`src/rtl/stage_seq_pkg.sv`:
```
package stage_seq_pkg;
  localparam int unsigned NUM_STAGES = 5;
  localparam int unsigned STG_IF = 0;
  localparam int unsigned STG_ID = 1;
  localparam int unsigned STG_EX = 2;
  localparam int unsigned STG_MA = 3;
  localparam int unsigned STG_WB = 4;
endpackage

```
`src/rtl/stage_slot.sv`:
```
module stage_slot #(
  parameter int unsigned TAG_W = 8
) (
  input  logic             clk_i,
  input  logic             rst_ni,
  input  logic             load_i,
  input  logic             vld_i,
  input  logic [TAG_W-1:0] tag_i,
  output logic             vld_o,
  output logic [TAG_W-1:0] tag_o
);
  always_ff @(posedge clk_i or negedge rst_ni) begin
    if (!rst_ni) begin
      vld_o <= 1'b0;
      tag_o <= '0;
    end else if (load_i) begin
      vld_o <= vld_i;
      tag_o <= vld_i ? tag_i : '0;
    end
  end

  AST_IDLE_TAG_ZERO: assert property (@(posedge clk_i) disable iff (!rst_ni)
    !vld_o |-> (tag_o == '0));

  AST_HOLD_STABLE: assert property (@(posedge clk_i) disable iff (!rst_ni)
    !load_i |=> ($stable(vld_o) && $stable(tag_o)));
endmodule

```
`src/rtl/retire_ctr.sv`:
```
module retire_ctr #(
  parameter int unsigned CNT_W = 16
) (
  input  logic             clk_i,
  input  logic             rst_ni,
  input  logic             inc_i,
  output logic [CNT_W-1:0] cnt_o
);
  localparam logic [CNT_W-1:0] ONE = CNT_W'(1);

  always_ff @(posedge clk_i or negedge rst_ni) begin
    if (!rst_ni) cnt_o <= '0;
    else if (inc_i) cnt_o <= cnt_o + ONE;
  end

  AST_CNT_HOLD: assert property (@(posedge clk_i) disable iff (!rst_ni)
    !inc_i |=> $stable(cnt_o));

  AST_CNT_MOVE: assert property (@(posedge clk_i) disable iff (!rst_ni)
    inc_i |=> (cnt_o != $past(cnt_o)));
endmodule

```
`src/rtl/stage_seq.sv`:
```
module stage_seq
  import stage_seq_pkg::*;
#(
  parameter int unsigned TAG_W = 8,
  parameter int unsigned CNT_W = 16
) (
  input  logic                        clk_i,
  input  logic                        rst_ni,
  input  logic                        issue_vld_i,
  input  logic [TAG_W-1:0]            issue_tag_i,
  input  logic                        stall_i,
  output logic [NUM_STAGES-1:0]       stage_vld_o,
  output logic [NUM_STAGES*TAG_W-1:0] stage_tag_o,
  output logic                        retire_o,
  output logic [CNT_W-1:0]            retire_cnt_o
);
  logic             vld_q [NUM_STAGES];
  logic [TAG_W-1:0] tag_q [NUM_STAGES];

  for (genvar s = 0; s < NUM_STAGES; s++) begin : g_stage
    logic             load;
    logic             vld_in;
    logic [TAG_W-1:0] tag_in;

    if (s == STG_IF) begin : g_fetch
      assign load   = !stall_i;
      assign vld_in = issue_vld_i;
      assign tag_in = issue_tag_i;
    end else if (s == STG_ID) begin : g_decode
      assign load   = !stall_i;
      assign vld_in = vld_q[s-1];
      assign tag_in = tag_q[s-1];
    end else if (s == STG_EX) begin : g_exec
      // stall turns the decode hand-off into a bubble
      assign load   = 1'b1;
      assign vld_in = vld_q[s-1] && !stall_i;
      assign tag_in = tag_q[s-1];
    end else begin : g_drain
      assign load   = 1'b1;
      assign vld_in = vld_q[s-1];
      assign tag_in = tag_q[s-1];
    end

    stage_slot #(.TAG_W(TAG_W)) u_slot (
      .clk_i  (clk_i),
      .rst_ni (rst_ni),
      .load_i (load),
      .vld_i  (vld_in),
      .tag_i  (tag_in),
      .vld_o  (vld_q[s]),
      .tag_o  (tag_q[s])
    );

    assign stage_vld_o[s]                = vld_q[s];
    assign stage_tag_o[s*TAG_W +: TAG_W] = tag_q[s];
  end

  assign retire_o = vld_q[STG_WB];

  retire_ctr #(.CNT_W(CNT_W)) u_ctr (
    .clk_i  (clk_i),
    .rst_ni (rst_ni),
    .inc_i  (vld_q[STG_WB]),
    .cnt_o  (retire_cnt_o)
  );

  AST_FRONT_FROZEN: assert property (@(posedge clk_i) disable iff (!rst_ni)
    stall_i |=> (tag_q[STG_IF] == $past(tag_q[STG_IF]) && tag_q[STG_ID] == $past(tag_q[STG_ID])
                 && vld_q[STG_ID] == $past(vld_q[STG_ID])));

  AST_EX_BUBBLE: assert property (@(posedge clk_i) disable iff (!rst_ni)
    stall_i |=> !vld_q[STG_EX]);

  AST_MA_DRAIN: assert property (@(posedge clk_i) disable iff (!rst_ni)
    1'b1 |=> (vld_q[STG_MA] == $past(vld_q[STG_EX]) && tag_q[STG_MA] == $past(tag_q[STG_EX])));

  AST_WB_DRAIN: assert property (@(posedge clk_i) disable iff (!rst_ni)
    1'b1 |=> (vld_q[STG_WB] == $past(vld_q[STG_MA]) && tag_q[STG_WB] == $past(tag_q[STG_MA])));

  AST_DECODE_ADVANCE: assert property (@(posedge clk_i) disable iff (!rst_ni)
    !stall_i |=> (vld_q[STG_ID] == $past(vld_q[STG_IF]) && tag_q[STG_ID] == $past(tag_q[STG_IF])));
endmodule

```
`config.mk`:
```
export PLATFORM = sky130hd
export DESIGN_NAME = stage_seq
export DESIGN_NICKNAME = d
export VERILOG_FILES = /design/src/rtl/stage_seq_pkg.sv /design/src/rtl/stage_slot.sv /design/src/rtl/retire_ctr.sv /design/src/rtl/stage_seq.sv
export SDC_FILE = /design/constraint.sdc
export NUM_CORES = 1
export LEC_CHECK = 0
export BUFFER_PORTS_ARGS = -buffer_cell sky130_fd_sc_hd__buf_2
export CAP_MARGIN = 10
export CORE_UTILIZATION = 30
export CTS_BUF_LIST = sky130_fd_sc_hd__clkbuf_4
export DETAILED_ROUTE_END_ITERATION = 6
export SETUP_SLACK_MARGIN = 0.1
export SLEW_MARGIN = 20
export SYNTH_ARGS = -nofsm -noshare
export SYNTH_HDL_FRONTEND = slang
export SYNTH_SLANG_ARGS = --single-unit
```
`constraint.sdc`:
```
create_clock -name clk_i -period 1.3 [get_ports clk_i]
set_input_delay 0.13 -clock clk_i [delete_from_list [all_inputs] [get_ports clk_i]]
set_output_delay 0.13 -clock clk_i [all_outputs]
set_load 0.05 [all_outputs]
```
==> results_dict.tcl, run 1 <==
set metrics [dict create \
    fp.dieW_um 88.9 \
    drt_iter0_drc 56 \
    total_power_uw 4990 \
    hold_ws_ps 122 \
    yosysSeqAreaShare_pct 67.4 \
    cts_buffers 9 \
    numPlacedInstances 333 \
    antenna_found_initial 0 \
    pre_cts_slack_ps 30.1 \
    core_um2 7290 \
    cts_buffer_depth 2 \
    p_per_area_nw_per_um2 1410 \
    synthDistinctLibCells 22 \
    min_path_type "input pin to register" \
    yosys.area.top_type "dfrtp_1" \
    critPathRequiredTime_ps 1570 \
    fin_nets 292 \
    syn_avg_cell_area_um2 14.1 \
    finalSetupTns_ps 0 \
    hp-start "stall_i" \
    worst-setup-path-type "register to register" \
    cp_top_family "flip-flops" \
    drive_gt1_share_pct 55.7 \
    drc 0 \
    path_cells "ha_4 > inv_4 > or3_4 > xnor2_1" \
    viasPerCell 4.26 \
    fmax_ghz 0.775 \
    place.gp.congestion 0.695 \
    place_hpwl_um 3210 \
    clock-sinks 61 \
    rsz0062_at_grt "true" \
    synthFlopType "dfrtp_1" \
    ant_nets 0 \
    grt_start_max_net_pins 34 \
    cts.reportedPaths.clkPinSlew_ps 100 \
    hold_depth 2 \
    fin_cells 381 \
    timing.rr.start "u_ctr.cnt_o[1]" \
    htreeDepth 3 \
    worstSetupEndpointType "register" \
    worst_slew_pin_slew_ps 567 \
    overflow 0 \
    setup_ws_ps 10.1 \
    hold_path_end "g_stage[0].u_slot.vld_o" \
    ios 74 \
    n_antenna_cell 0 \
    firstDrtPassIters 4 \
    yosysMostFrequentCell "dfrtp_1" \
    grt_pass1_wl_um 7700 \
    io_buffers 73 \
    synthTopCellsByArea "dfrtp_1 67%, and2_1 6.6%, a22o_1 6.2%" \
    fin_crit_sh_pct 99.2 \
    worstReg2RegEnd "u_ctr.cnt_o[6]" \
    cts-root-buf "clkbuf_4" \
    cts_tree "built" \
    netlist_instances 161 \
    synth_area_um2 2270 \
    die-area_um2 7900 \
    cp_max_fo 6 \
    rows 31 \
    ys_warn_count 0 \
    p_leak_uw 0.00192 \
    synth-edff-count 0 \
    synth_top_area_share_pct 67.4 \
    critPathBufInv 1 \
    die_h_um 88.9 \
    status "finished, final reports clean" \
    post-route-min-period_ps 1290 \
    grt_pass1_vias 1601 \
    arrival_ps 1560 \
    start_util_pct 31.1 \
    hold_viol 0 \
    final_max_slew_viol_count 0 \
    finalClockSkew_ps 12.1 \
    grt_usage_pct 13.2 \
    max-slew-margin-rel_pct 62.1 \
    syn-num-nets 174 \
    wire_per_inst_um 13.0 \
    cap_violations 0 \
    setup_violations 0 \
    num_vias 1623 \
    area_growth_pct 56.4 \
    clock_latency_ps 380 \
    synth-async-reset-ratio_pct 100 \
    startpoint_type "register" \
    ir_worst_vdd_v 0.000546 \
    r2r_slack_ps 10 \
    synth_common_cells "61 x dfrtp_1, 24 x and2_1, 16 x a22o_1, 10 x xor2_1" \
    fillerInstances 657 \
    routed_wl_um 4960 \
    synth-seq-cells 61 \
    reg2regPathDepth 4 \
    crit_slowest_cell "dfrtp_2" \
    cpPeakStageDelay_ps 460 \
]
-- metal layers --
metal  global-route usage (%)  wire length (um)  vias up
li1                         -                 -      783
met1                     17.3              2260      782
met2                     20.1              2400       54
met3                     4.16               241        4
met4                     5.72                53        0
met5                        0                 0        -
-- repair_timing --
action / 4_1_cts / 5_1_grt
pin swaps: 12 / 17
resized for setup: 49 / 48
setup endpoints to repair: 34 / 51
hold buffers: 9 / 0
setup buffers: 17 / 8
hold endpoints to repair: 24 / 0
-- how the worst max path moves through the flow --
stage | from | end | slack [ps] | depth (start not counted)
2_1_floorplan | u_ctr.cnt_o[0] | u_ctr.cnt_o[6] | -120 | 4
3_3_place_gp | u_ctr.cnt_o[11] | u_ctr.cnt_o[14] | 40 | 4
3_5_place_dp | u_ctr.cnt_o[0] | u_ctr.cnt_o[6] | 30 | 4
4_1_cts | u_ctr.cnt_o[0] | u_ctr.cnt_o[6] | 30 | 4
5_1_grt | u_ctr.cnt_o[0] | u_ctr.cnt_o[6] | -30 | 4
6_report | u_ctr.cnt_o[1] | u_ctr.cnt_o[6] | 10 | 4
-- worst register-to-register path, cell delays in order, from the launching register on --
cell,delay [ps]
dfrtp_2,460
ha_4,190
inv_4,50
or3_4,360
xnor2_1,130
-- layout make-up --
cell class | instances | area (um^2) | area share (%)
flip-flops and latches | 61 | 1550 | 43.7
repair buffers | 118 | 966 | 27.3
multi-input cells | 86 | 772 | 21.8
well taps | 99 | 124 | 3.49
clock buffers | 11 | 82.6 | 2.33
clock inverters | 3 | 38.8 | 1.09
inverters | 3 | 13.8 | 0.388
-- report_power, final --
group	switching, uW	internal (uW)	total [uW]
combinational	877	690	1570
clock	631	602	1230
sequential	154	2040	2190
total	1660	3330	4990
-- flip-flops by register name (all words and copies together), names as in the netlist --
name and flops:
g_stage.u_slot.vld_o 5, g_stage.u_slot.tag_o 40, u_ctr.cnt_o 16
-- cells by family (layout without fill, tap and decap cells) --
logic type / Yosys count / after routing / share of synthesized area, %
compound gates: 18 / 18 / 6.85
flops: 61 / 61 / 67.4
buf+inv: 14 / 135 / 3.53
simple gates: 51 / 51 / 15.4
xor+xnor: 15 / 15 / 5.80
mux: 1 / 1 / 0.497
fa+ha+maj: 1 / 1 / 0.552
-- stage by stage --
step | area (um^2) | util (%)
after CTS | 3360 | 46.1
after detailed placement | 2880 | 39.5
after global routing | 3540 | 48.6
final | 3540 | 48.6
after floorplan | 2350 | -
after global placement | 2880 | 39.5
-- cell usage in the layout, fill, tap and decap left out, types with 2 or more instances in the layout --
| cell | netlist | final |
|---|---|---|
| buf_4 | 5 | 48 |
| dfrtp_1 | 61 | 44 |
| buf_2 | 1 | 29 |
| and2_1 | 24 | 24 |
| clkbuf_4 | 0 | 20 |
| dfrtp_2 | 0 | 17 |
| a22o_1 | 16 | 16 |
| buf_6 | 1 | 14 |
| xor2_1 | 10 | 10 |
| dlygate4sd3_1 | 0 | 9 |
| buf_8 | 0 | 7 |
| nor4_4 | 0 | 6 |
| nand4_1 | 5 | 5 |
| xnor2_1 | 5 | 5 |
| nand2_1 | 6 | 4 |
| nor2b_1 | 3 | 2 |
| nand2_2 | 0 | 2 |
| inv_1 | 3 | 2 |
| nor3_4 | 0 | 2 |
| a21o_1 | 2 | 2 |
| buf_12 | 0 | 2 |
(Power assumes the default switching activity.)
==> run 2: changes to the inputs <==
Clock period 1.3 ns to 1.44 ns, I/O delays scaled along.
==> results_dict.tcl, run 2 (same netlist as run 1, synthesis figures left out) <==
set metrics [dict create \
    status "finished, final reports clean" \
    final_cell_mix "68 x buf_2, 44 x dfrtp_1, 24 x and2_1, 17 x dfrtp_2, 16 x a22o_1" \
    largest_reg_flops 40 \
    clock_power_share_pct 28.9 \
    p_comb_share_pct 22.4 \
    arrival_ps 1570 \
    hold_viol 0 \
    grt_pass1_wl_um 6970 \
    rows 31 \
    start_util_pct 31.1 \
    die_h_um 88.9 \
    cts_buffers 9 \
    overflow 0 \
    rsz0062_at_grt "false" \
    p_leak_uw 0.00170 \
    reg_top3 "g_stage.u_slot.tag_o (40), u_ctr.cnt_o (16), g_stage.u_slot.vld_o (5)" \
    grt_usage_pct 12.2 \
    core_um2 7290 \
    seqPwrFrac_pct 48.6 \
    p_per_area_nw_per_um2 1320 \
    cts_tree "built" \
    worst-setup-path-type "register to register" \
    fin_crit_sh_pct 89.4 \
    drive_gt1_share_pct 48.6 \
    fin_nets 267 \
    io_buffers 73 \
    place_hpwl_um 3120 \
    clock-sinks 61 \
    final_max_slew_viol_count 0 \
    fmax_ghz 0.777 \
    drt_iter0_drc 35 \
    min_path_type "input pin to register" \
    worst_slew_pin_slew_ps 617 \
    p_sw_uw 1450 \
    ir_worst_vdd_v 0.000409 \
    area_growth_pct 37.1 \
    finalSetupTns_ps 0 \
    wire_per_inst_um 12.7 \
    die-area_um2 7900 \
    cap_violations 0 \
    antenna_found_initial 0 \
    htreeDepth 3 \
    finalClockSkew_ps 17.1 \
    viasPerCell 4.23 \
    final_area_um2 3110 \
    largest-register "g_stage.u_slot.tag_o" \
    ant_nets 0 \
    ios 74 \
    fp.dieW_um 88.9 \
    routed_wl_um 4560 \
    placed_cell_area_um2 2800 \
    grt_pass1_vias 1441 \
    cts-root-buf "clkbuf_4" \
    firstDrtPassIters 4 \
    max-slew-margin-rel_pct 58.8 \
    swShare_pct 35.4 \
    place.gp.congestion 0.730 \
    p_int_uw 2650 \
    setup_violations 0 \
    critPathRequiredTime_ps 1720 \
    cts.reportedPaths.clkPinSlew_ps 100 \
    drc 0 \
    startpoint_type "register" \
    grt_start_max_net_pins 62 \
    final_common_cell "buf_2" \
    num_vias 1516 \
    post-route-min-period_ps 1290 \
    n_antenna_cell 0 \
    clock_latency_ps 400 \
    cts_buffer_depth 2 \
    cp_max_fo 6 \
    worstSetupEndpointType "register" \
]
==> run 2: metal layers <==
metal,routed length (um),up-vias,GRT usage [%]
li1,-,737,-
met1,2060,720,15.0
met2,2160,51,18.7
met3,266,8,4.52
met4,71,0,6.60
met5,0,-,0
==> run 2: final cells by class <==
| class | instances | area, um^2 |
|---|---|---|
| fill | 736 | 4190 |
| sequential | 61 | 1550 |
| multi-input combinational | 86 | 707 |
| timing repair buffer | 93 | 574 |
| tap | 99 | 124 |
| clock inverter | 7 | 75.1 |
| clock buffer | 9 | 67.6 |
| inverter | 3 | 11.3 |
==> run 2: worst max-delay path: stages, from the launching register on <==
cell     delay, ps
dfrtp_2        450
ha_4           170
inv_1           70
or3_1          360
xnor2_1        130
==> run 2: path summary, 6_finish.rpt <==
kind	startpoint	end	slack, ps	cells past startpoint
worst min-delay path	stall_i	g_stage[0].u_slot.vld_o	200	2
worst max register to register	u_ctr.cnt_o[0]	u_ctr.cnt_o[6]	150	4
worst max-delay path	u_ctr.cnt_o[0]	u_ctr.cnt_o[6]	150	4
min in group asynchronous	rst_ni	u_ctr.cnt_o[12]	250	3
worst min register to register	u_ctr.cnt_o[15]	u_ctr.cnt_o[15]	470	1
max in group asynchronous	rst_ni	u_ctr.cnt_o[6]	870	3
==> run 2: power groups by stage <==
stage | sequential [uW] | combinational, uW | clock, uW
floorplan | 2380 | 273 | 0
global placement | 2020 | 871 | 0
detailed placement | 2030 | 880 | 0
CTS | 1990 | 906 | 1240
global route | 2010 | 972 | 1330
finish | 1990 | 919 | 1180
==> run 2: timing repair <==
| action | CTS | global route |
|---|---|---|
| hold buffers | 9 | 0 |
| setup endpoints to repair | 4 | 11 |
| pin swaps | 0 | 4 |
| hold endpoints to repair | 69 | 0 |
| gates resized for setup | 4 | 6 |
| buffers inserted | 0 | 7 |
==> run 2: metrics by stage <==
stage	hold WS (ps)	total power, uW	setup slack (ps)	std cells	util [%]
2_1_floorplan	-152	2650	18.7	161	-
3_3_place_gp	174	2890	184	326	38.3
3_5_place_dp	176	2910	129	326	38.3
4_1_cts	179	4140	77.6	351	41.7
5_1_grt	193	4320	96.4	358	42.6
6_report	200	4090	152	358	42.6
